$ cat src/rtl/intc_pkg.sv
package intc_pkg;
  localparam int unsigned EXT_N  = 3;
  localparam int unsigned INT_N  = 3;
  localparam int unsigned SRC_N  = EXT_N + INT_N;
  localparam int unsigned VEC_W  = 3;
  typedef logic [VEC_W-1:0] vec_t;
  // source positions, also the maskable vector numbers (order = priority)
  localparam vec_t VEC_TMR = vec_t'(EXT_N);
  localparam vec_t VEC_RX  = vec_t'(EXT_N + 1);
  localparam vec_t VEC_TX  = vec_t'(EXT_N + 2);
  localparam vec_t VEC_SWI = vec_t'(7);
endpackage

$ cat src/rtl/intc_sync.sv
module intc_sync #(
  parameter int unsigned WIDTH  = 3,
  parameter int unsigned STAGES = 2,
  parameter logic [WIDTH-1:0] RST_VAL = '1
) (
  input  logic             clk,
  input  logic             rst_n,
  input  logic [WIDTH-1:0] d,
  output logic [WIDTH-1:0] q
);
  logic [STAGES-1:0][WIDTH-1:0] chain_q, chain_nx;

  always_comb begin
    chain_nx = {chain_q[STAGES-2:0], d};
  end

  always_ff @(posedge clk or negedge rst_n) begin
    if (!rst_n) chain_q <= {STAGES{RST_VAL}};
    else        chain_q <= chain_nx;
  end

  assign q = chain_q[STAGES-1];
endmodule

$ cat src/rtl/intc_extcap.sv
module intc_extcap #(
  parameter int unsigned N = 3
) (
  input  logic         clk,
  input  logic         rst_n,
  input  logic [N-1:0] pin_s_n,    // synchronised, active low
  input  logic [N-1:0] edge_mode,
  input  logic [N-1:0] clr,
  output logic [N-1:0] act
);
  logic [N-1:0] prev_q, latch_q, latch_nx, fall;

  for (genvar i = 0; i < N; i++) begin : g_pin
    always_comb begin
      fall[i] = prev_q[i] & ~pin_s_n[i];
      if (!edge_mode[i]) latch_nx[i] = 1'b0;
      else               latch_nx[i] = (latch_q[i] & ~clr[i]) | fall[i];
      act[i] = edge_mode[i] ? latch_q[i] : ~pin_s_n[i];
    end

    // a latched edge survives until it is acknowledged
    p_edge_keep_r2: assert property (@(posedge clk) disable iff (!rst_n)
      (edge_mode[i] && latch_q[i] && !clr[i]) |=> (latch_q[i] || !edge_mode[i]));
  end

  always_ff @(posedge clk or negedge rst_n) begin
    if (!rst_n) begin
      prev_q  <= '1;
      latch_q <= '0;
    end else begin
      prev_q  <= pin_s_n;
      latch_q <= latch_nx;
    end
  end
endmodule

$ cat src/rtl/intc_arb.sv
module intc_arb #(
  parameter int unsigned N = 6,
  parameter int unsigned W = 3
) (
  input  logic [N-1:0] req,
  output logic         any,
  output logic [W-1:0] idx,
  output logic [N-1:0] grant
);
  always_comb begin
    any   = |req;
    idx   = '0;
    grant = '0;
    for (int i = N - 1; i >= 0; i--) begin
      if (req[i]) begin
        idx      = W'(i);
        grant    = '0;
        grant[i] = 1'b1;
      end
    end
  end
endmodule

$ cat src/rtl/intc_core.sv
module intc_core
  import intc_pkg::*;
#(
  parameter int unsigned SYNC_STAGES = 2
) (
  input  logic             clk,
  input  logic             rst_n,
  input  logic [EXT_N-1:0] ext_pin_n,
  input  logic [EXT_N-1:0] ext_edge_sel,
  input  logic             tmr_uflow,
  input  logic             sp_rx_done,
  input  logic             sp_tx_done,
  input  logic             sw_trap,
  input  logic             mask_we,
  input  logic [SRC_N-1:0] mask_wdata,
  output logic [SRC_N-1:0] mask_q,
  input  logic             gie_set,
  input  logic             gie_clr,
  output logic             gie_q,
  output logic             irq_req,
  output logic [VEC_W-1:0] irq_vec,
  input  logic             irq_ack
);
  logic [EXT_N-1:0] pin_s_n, ext_act;
  logic [INT_N-1:0] int_pend_q, int_pend_nx, int_evt;
  logic [SRC_N-1:0] src_act, elig, grant, clr_src, mask_nx;
  logic             any, swi_q, swi_nx, gie_nx, take, mask_en;
  logic [VEC_W-1:0] idx;

  intc_sync #(.WIDTH(EXT_N), .STAGES(SYNC_STAGES), .RST_VAL('1)) u_sync (
    .clk(clk), .rst_n(rst_n), .d(ext_pin_n), .q(pin_s_n));

  intc_extcap #(.N(EXT_N)) u_ext (
    .clk(clk), .rst_n(rst_n), .pin_s_n(pin_s_n), .edge_mode(ext_edge_sel),
    .clr(clr_src[EXT_N-1:0]), .act(ext_act));

  intc_arb #(.N(SRC_N), .W(VEC_W)) u_arb (
    .req(elig), .any(any), .idx(idx), .grant(grant));

  // source vector: pins low, then timer, receive, transmit
  always_comb begin
    int_evt = {sp_tx_done, sp_rx_done, tmr_uflow};
    src_act = {int_pend_q, ext_act};
    elig    = src_act & mask_q & {SRC_N{gie_q}};
    irq_req = swi_q | any;
    irq_vec = swi_q ? VEC_SWI : idx;
    take    = irq_ack & irq_req;
    clr_src = (take && !swi_q) ? grant : '0;
  end

  // next state
  always_comb begin
    int_pend_nx = (int_pend_q & ~clr_src[SRC_N-1:EXT_N]) | int_evt;
    swi_nx      = (swi_q & ~(take & swi_q)) | sw_trap;
    mask_en     = mask_we;
    mask_nx     = mask_en ? mask_wdata : mask_q;
    if (take)         gie_nx = 1'b0;
    else if (gie_set) gie_nx = 1'b1;
    else if (gie_clr) gie_nx = 1'b0;
    else              gie_nx = gie_q;
  end

  always_ff @(posedge clk or negedge rst_n) begin
    if (!rst_n) begin
      int_pend_q <= '0;
      swi_q      <= 1'b0;
      mask_q     <= '0;
      gie_q      <= 1'b0;
    end else begin
      int_pend_q <= int_pend_nx;
      swi_q      <= swi_nx;
      if (mask_en) mask_q <= mask_nx;
      gie_q      <= gie_nx;
    end
  end

  p_tmr_set_r4: assert property (@(posedge clk) disable iff (!rst_n)
    tmr_uflow |=> src_act[VEC_TMR]);
  p_mask_wr_r5: assert property (@(posedge clk) disable iff (!rst_n)
    mask_we |=> (mask_q == $past(mask_wdata)));
  p_gate_r6: assert property (@(posedge clk) disable iff (!rst_n)
    (irq_req && irq_vec != VEC_SWI) |-> (gie_q && mask_q[irq_vec]));
  p_prio_r7: assert property (@(posedge clk) disable iff (!rst_n)
    (irq_req && irq_vec != VEC_SWI) |->
      ((elig & ((SRC_N'(1) << irq_vec) - SRC_N'(1))) == '0));
  p_gie_off_r9: assert property (@(posedge clk) disable iff (!rst_n)
    (irq_ack && irq_req) |=> !gie_q);
  p_swi_take_r11: assert property (@(posedge clk) disable iff (!rst_n)
    sw_trap |=> (irq_req && irq_vec == VEC_SWI));
endmodule

$ cat config.mk
export PLATFORM = sky130hd
export DESIGN_NAME = intc_core
export DESIGN_NICKNAME = d
export VERILOG_FILES = /design/src/rtl/intc_pkg.sv /design/src/rtl/intc_sync.sv /design/src/rtl/intc_extcap.sv /design/src/rtl/intc_arb.sv /design/src/rtl/intc_core.sv
export SDC_FILE = /design/constraint.sdc
export NUM_CORES = 1
export LEC_CHECK = 0
export ABC_AREA = 0
export BUFFER_PORTS_ARGS = -buffer_cell sky130_fd_sc_hd__buf_4
export CORE_ASPECT_RATIO = 0.7
export CORE_MARGIN = 2
export CORE_UTILIZATION = 55
export CTS_BUF_LIST = sky130_fd_sc_hd__clkbuf_8
export DETAILED_ROUTE_END_ITERATION = 6
export GPL_TIMING_DRIVEN = 1
export PLACE_DENSITY = 0.94
export SETUP_SLACK_MARGIN = 0.02
export SLEW_MARGIN = 25
export SYNTH_ARGS = -nofsm -noshare
export SYNTH_HDL_FRONTEND = slang
export SYNTH_HIERARCHICAL = 1
export SYNTH_SLANG_ARGS = --single-unit
$ cat constraint.sdc
create_clock -name clk -period 3.57 [get_ports clk]
set_clock_uncertainty 0.15 [all_clocks]
set_input_delay 0 -clock clk [delete_from_list [all_inputs] [get_ports clk]]
set_output_delay 0 -clock clk [all_outputs]
set_load 0.005 [all_outputs]
; After elaboration in Yosys (flattened, before gate mapping)
; Cells that the tools add are included.
[totals]
reg_bits = 23
output_inout_bits = 11
wordCells = 61
input_bits = 22
[classes]
bitwise_logic = 26
n_mux = 23
n_reduce_logical = 4
[op_table]
columns = op, count
row1 = 6-bit 2-to-1 mux, 7
row2 = 3-bit 2-to-1 mux, 7
row3 = 6-bit AND, 2
row4 = 1-bit AND, 9
row5 = 1-bit 2-to-1 mux, 9
row6 = 1-bit inverter, 7
row7 = 6-bit OR reduction, 1
row8 = 1-bit bitwise OR, 5
row9 = 3-bit AND, 1
row10 = 3-bit inverter, 1
row11 = 3-bit bitwise OR, 1
row12 = 3-bit nonzero test, 1
row13 = 1-bit logical AND, 1
row14 = 1-bit zero test, 1

; Longest topological paths before layout
[depth]
ltp_word = 15
depth_mapped = 9
depth_no_buf = 9

; By module
; Netlist, hierarchy kept.
[by_module_without_submodules]
columns = module, seq_area_each_um2, cells_per_inst, n_inst, area_per_inst_um2
row1 = intc_core, 275.3, 45, 1, 511.7
row2 = intc_extcap, 153.9, 21, 1, 271.5
row3 = intc_sync, 157.7, 6, 1, 157.7
row4 = intc_arb, 0.0, 17, 1, 93.8

; Least setup slack after synthesis
; No wires, ideal clock.
[synth_path]
kind = register -> register
from = reg u_sync.chain_q, in the netlist u_sync/q[0]
to = reg u_ext.latch_q[1]
arrival_time_ns = 1.889
synth_period_minus_slack_ns = 2.112
setup_slack_ns = 1.458
path_stages_with_launch = 9
required_time_ns = 3.347
setup_ns = 0.073
cell_sequence = dfstp_2 > o21ai_0 > and3_1 > nor4_1 > nand2_1 > and3b_2 > and2_2 > nand2b_1 > a21boi_2
[synth_via]
elab_chain_cells = 13
elab_cells_between_ends = 14
cone_classes = mux (4) / bitwise (8) / reduce/logical (2)
[synth_rtl]
columns = element, line_no
row1 = "start, declared", intc_sync.sv:11  ; logic [STAGES-1:0][WIDTH-1:0] chain_q, chain_nx;
row2 = "start signal, assigned", intc_sync.sv:18  ; if (!rst_n) chain_q <= {STAGES{RST_VAL}};
row3 = "start signal, assigned", intc_sync.sv:19  ; else chain_q <= chain_nx;
row4 = 1-bit inverter, intc_extcap.sv:18  ; act[i] = edge_mode[i] ? latch_q[i] : ~pin_s_n[i];
row5 = 1-bit 2-to-1 mux, intc_extcap.sv:18
row6 = net ext_act[0], intc_core.sv:24  ; logic [EXT_N-1:0] pin_s_n, ext_act;
row7 = 6-bit AND (2 in series), intc_core.sv:44  ; elig = src_act & mask_q & {SRC_N{gie_q}};
row8 = net elig[0], intc_core.sv:26  ; logic [SRC_N-1:0] src_act, elig, grant, clr_src, mask_nx;
row9 = 6-bit OR reduction, intc_arb.sv:11  ; any = |req;
row10 = net any, intc_core.sv:27  ; logic any, swi_q, swi_nx, gie_nx, take, mask_en;
row11 = 1-bit bitwise OR, intc_core.sv:45  ; irq_req = swi_q | any;
row12 = 1-bit AND, intc_core.sv:47  ; take = irq_ack & irq_req;
row13 = 1-bit logical AND, intc_core.sv:48  ; clr_src = (take && !swi_q) ? grant : '0;
row14 = 6-bit 2-to-1 mux, intc_core.sv:48
row15 = net clr_src[1], intc_core.sv:26
row16 = 1-bit inverter, intc_extcap.sv:17  ; else latch_nx[i] = (latch_q[i] & ~clr[i]) | fall[i];
row17 = 1-bit AND, intc_extcap.sv:17
row18 = 1-bit bitwise OR, intc_extcap.sv:17
row19 = 1-bit 2-to-1 mux, intc_extcap.sv:16  ; if (!edge_mode[i]) latch_nx[i] = 1'b0;
row20 = net u_ext.latch_nx[1], intc_extcap.sv:11  ; logic [N-1:0] prev_q, latch_q, latch_nx, fall;
row21 = "end signal, assigned", intc_extcap.sv:32  ; latch_q <= latch_nx;
row22 = "end, declared", intc_extcap.sv:11
; The timed path passes the listed nets, and every way through them passes these cells.
; A chain may end at the register's enable or synchronous reset.

; Worst setup path in the final report
[layout_path]
from = reg u_sync.chain_q, in the netlist u_sync/q[0]
to = reg gie_q
[layout_via]
elab_chain_cells = 8
elab_cells_between_ends = 9
cone_classes = mux (2) / bitwise (5) / reduce/logical (2)
[layout_rtl]
columns = element, line_no
row1 = 1-bit inverter *, intc_extcap.sv:18
row2 = 1-bit 2-to-1 mux *, intc_extcap.sv:18
row3 = net ext_act[0], intc_core.sv:24
row4 = 6-bit AND * (2 in series), intc_core.sv:44
row5 = net elig[0], intc_core.sv:26
row6 = 6-bit OR reduction *, intc_arb.sv:11
row7 = net any, intc_core.sv:27
row8 = 1-bit bitwise OR *, intc_core.sv:45
row9 = 1-bit AND *, intc_core.sv:47
row10 = 3-bit nonzero test (no line) or 1-bit 2-to-1 mux (tied branches), --
row11 = "end signal, assigned", intc_core.sv:73  ; gie_q <= gie_nx;
row12 = "end, declared", intc_core.sv:19  ; output logic gie_q,
; The timed path passes the listed nets; every way through them passes the cells marked *.

==> results.md <==
* Run status: finished with violations
* Failing checks: design-rule violations
* Worst-Skew Late Latency at 0.27 ns
* Row Count at 13
* CTS Root Cell: clkbuf_8
* Worst vdd ir at 0.0003399 V
* Num Clock Sinks at 23
* Worst Slack Setup Final at 0.8367 ns
* Deepest level of the CTS H-tree at 1
* Synthesized area per cell at 11.63 um^2
* Post-route DRC at 1
* Vias post-DR at 913
* Setup slack at placement at 1.227 ns
* Yosys reg bits at 23
* R2R Setup Slk at 0.84 ns
* RePlAce Congestion at 0.9304
* Final Hold Viols at 0
* TritonCTS clock tree: done
* GR Overflow Total at 0
* Total detailed-routing wirelength at 2616 um
* Pins Over Slew Limit at 0
* EDFF count, synth at 0
* Clock Tree Buf Depth at 2
* Die area at 0.002250 mm^2
* Max-cap violations at 0
* Number of buffers inserted by post-CTS setup repair at 0
* Combined global-route utilization of all metal layers at 0.2496
* First-pass GRT wire length at 3905 um
* Worst r2r dst: gie_q
* Tightest Pin Transition at 0.3671 ns
* Area share of the leading cell type in the synthesized netlist at 0.3386
* Number of nets in the synthesized netlist at 111
* Power density cells at 367.0 mW/mm^2
* Post-CTS Hold Fix Bufs at 25
* IO Port Bufs at 32
* Layout area overhead at 53.57%
* Dominant cell by count in the synthesized netlist: dfrtp_1
* Detailed placer's ending HPWL at 1547 um
* Worst r2r src: u_sync/q[0]
* CP Data Required Time at 3.62 ns
* Worst min path class: in -> async
* Setup TNS at 0 ns
* Initial antenna violation count at 0
* Gate count after technology mapping at 89
* Final Cycle Share at 0.7656
* Number of instances resized during post-cts repair at 0
* Async set-or-reset flop fraction in the synthesized netlist at 1.000
* Kind of end point of the critical path: flop
* Worst setup SP type: flop
* First-pass detailed-route iteration total at 6
* IO Pins at 33
* Average vias per placed instance at 5.371
* Mapped Area at 0.001035 mm^2
* Post-Route Utilization at 0.8723
* Crit Path Max Fanout at 8
* Biggest area consumer among synthesized cells: dfrtp_1
* Clock transition time at the flip-flop clock pins of the worst setup and hold paths at 0.08 ns
* Setup repair after global routing missed its margin: no
* Starting density of the core at 0.5680
* Synth unique cells at 28
* Most instantiated cells after synthesis: 14 x dfrtp_1, 9 x dfstp_2, 9 x nor2_1
* Total clock buffers created by CTS at 3
* Largest cells by area after synthesis: dfrtp_1 34%, dfstp_2 23%, mux2_2 6.5%
* Leak pwr at 0.7387 nW
* Chip width at 55.84 um
* Fraction of the yosys area taken by sequential cells at 0.5671
* Ys flop type: dfrtp_1
* Tightest slew margin relative to the limit at 0.7530
* Post-DR wirelength/cell at 15.39 um
* Initial drt markers at 36
* Fraction of layout cells with a size suffix above 1 at 0.4392
* Inserted Diodes at 0
* Count of endpoints failing setup in the final report at 0
* CP Data Arrival Time at 2.78 ns
* Clock period minus worst slack at 2.733 ns
* Maximum number of pins on one net before global-route repair at 24
* Area of the core at 0.001822 mm^2
* Die Height at 40.29 um
* Vias in the first global route at 836
* Post-layout net count at 171
* Antenna-violating nets left at 0
* Type of the worst setup path: reg -> reg
* Fmax achieved at 365.9 MHz
* Number of cells traversed by the worst register-to-register path at 7
* Synthesis Warnings at 6
## where the power goes
part	internal [mW]	switching (mW)	leakage [nW]	total, mW
combinational	0.0791	0.0463	0.463	0.125
sequential	0.281	0.0156	0.254	0.297
clock	0.0790	0.0820	0.0217	0.161
## state kept, by name, indices dropped and copies added, names as in the netlist
register / cells
gie_q: 1
swi_q: 1
u_ext/prev_q: 3
u_ext/latch_q: 3
u_sync/q: 3
u_sync/chain_nx: 3
int_pend_q: 3
mask_q: 6
## cell usage in the layout (no fill, tap or decap), drive strengths merged
| cell type | Yosys | final |
|---|---|---|
| a21boi | 3 | 3 |
| a21o | 1 | 1 |
| a221oi | 1 | 1 |
| a2bb2oi | 1 | 1 |
| a31oi | 3 | 3 |
| and2 | 4 | 4 |
| and3 | 6 | 6 |
| and3b | 1 | 1 |
| buf | 2 | 32 |
| clkbuf | 0 | 3 |
| clkinvlp | 0 | 1 |
| dfrtp | 14 | 14 |
| dfstp | 9 | 9 |
| dlygate4sd3 | 0 | 25 |
| inv | 6 | 6 |
| mux2 | 6 | 6 |
| mux2i | 1 | 1 |
| nand2 | 3 | 3 |
| nand2b | 7 | 7 |
| nor2 | 9 | 9 |
| nor2b | 1 | 1 |
| nor3 | 1 | 1 |
| nor3b | 1 | 1 |
| nor4 | 1 | 1 |
| nor4b | 1 | 1 |
| o21ai | 2 | 2 |
| or2 | 4 | 4 |
| or4 | 1 | 1 |
## per-stage QoR
stage	cell area [um^2]	instances	hold slack (ns)	total power [mW]
floorplan	1035	89	-0.4456	0.3409
global placement	1290	141	-0.2510	0.3891
detailed placement	1290	141	-0.2480	0.3944
CTS	1589	170	0.009031	0.5782
global route	1589	170	0.03211	0.6087
finish	1589	170	0.01773	0.5832
## worst max-delay path, cell delays in order, from the launching register on
cell and delay [ns]:
dfstp_2 0.55, o21ai_0 0.08, and3_1 0.27, nor4_1 0.41
nand2_1 0.11, or2_2 0.33, a2bb2oi_1 0.19, dlygate4sd3_1 0.58
## final cells by class
type	count	area, um^2
Sequential cell	23	586.8
Timing Repair Buffer	57	490.5
Multi-Input combinational cell	58	412.9
Fill cell	85	232.7
Clock buffer	3	41.29
Tap cell	22	27.53
Inverter	6	22.52
Clock inverter	1	7.507
## worst max-delay path by stage
stage	startpoint	endpoint
after CTS	u_sync/q[0]	gie_q
after global routing	u_sync/q[0]	gie_q
after detailed placement	u_sync/q[0]	u_ext/latch_q[1]
final	u_sync/q[0]	gie_q
after floorplan	u_sync/q[0]	u_ext/latch_q[1]
after global placement	u_sync/q[0]	u_ext/latch_q[1]
## metal layers
layer,wire (um),vias up,share of wire,global-route usage
met4,114,0,0.044,0.1548
met3,166,12,0.063,0.07097
met2,1359,48,0.52,0.4732
met5,0,-,0,0
li1,-,417,-,-
met1,975,436,0.37,0.2633
## logic make-up after synthesis
family | synth area share
buf+inv | 0.03385
simple gates | 0.2382
mux | 0.07497
compound gates | 0.08586
flops | 0.5671
Power figures use the tool's default switching activity.
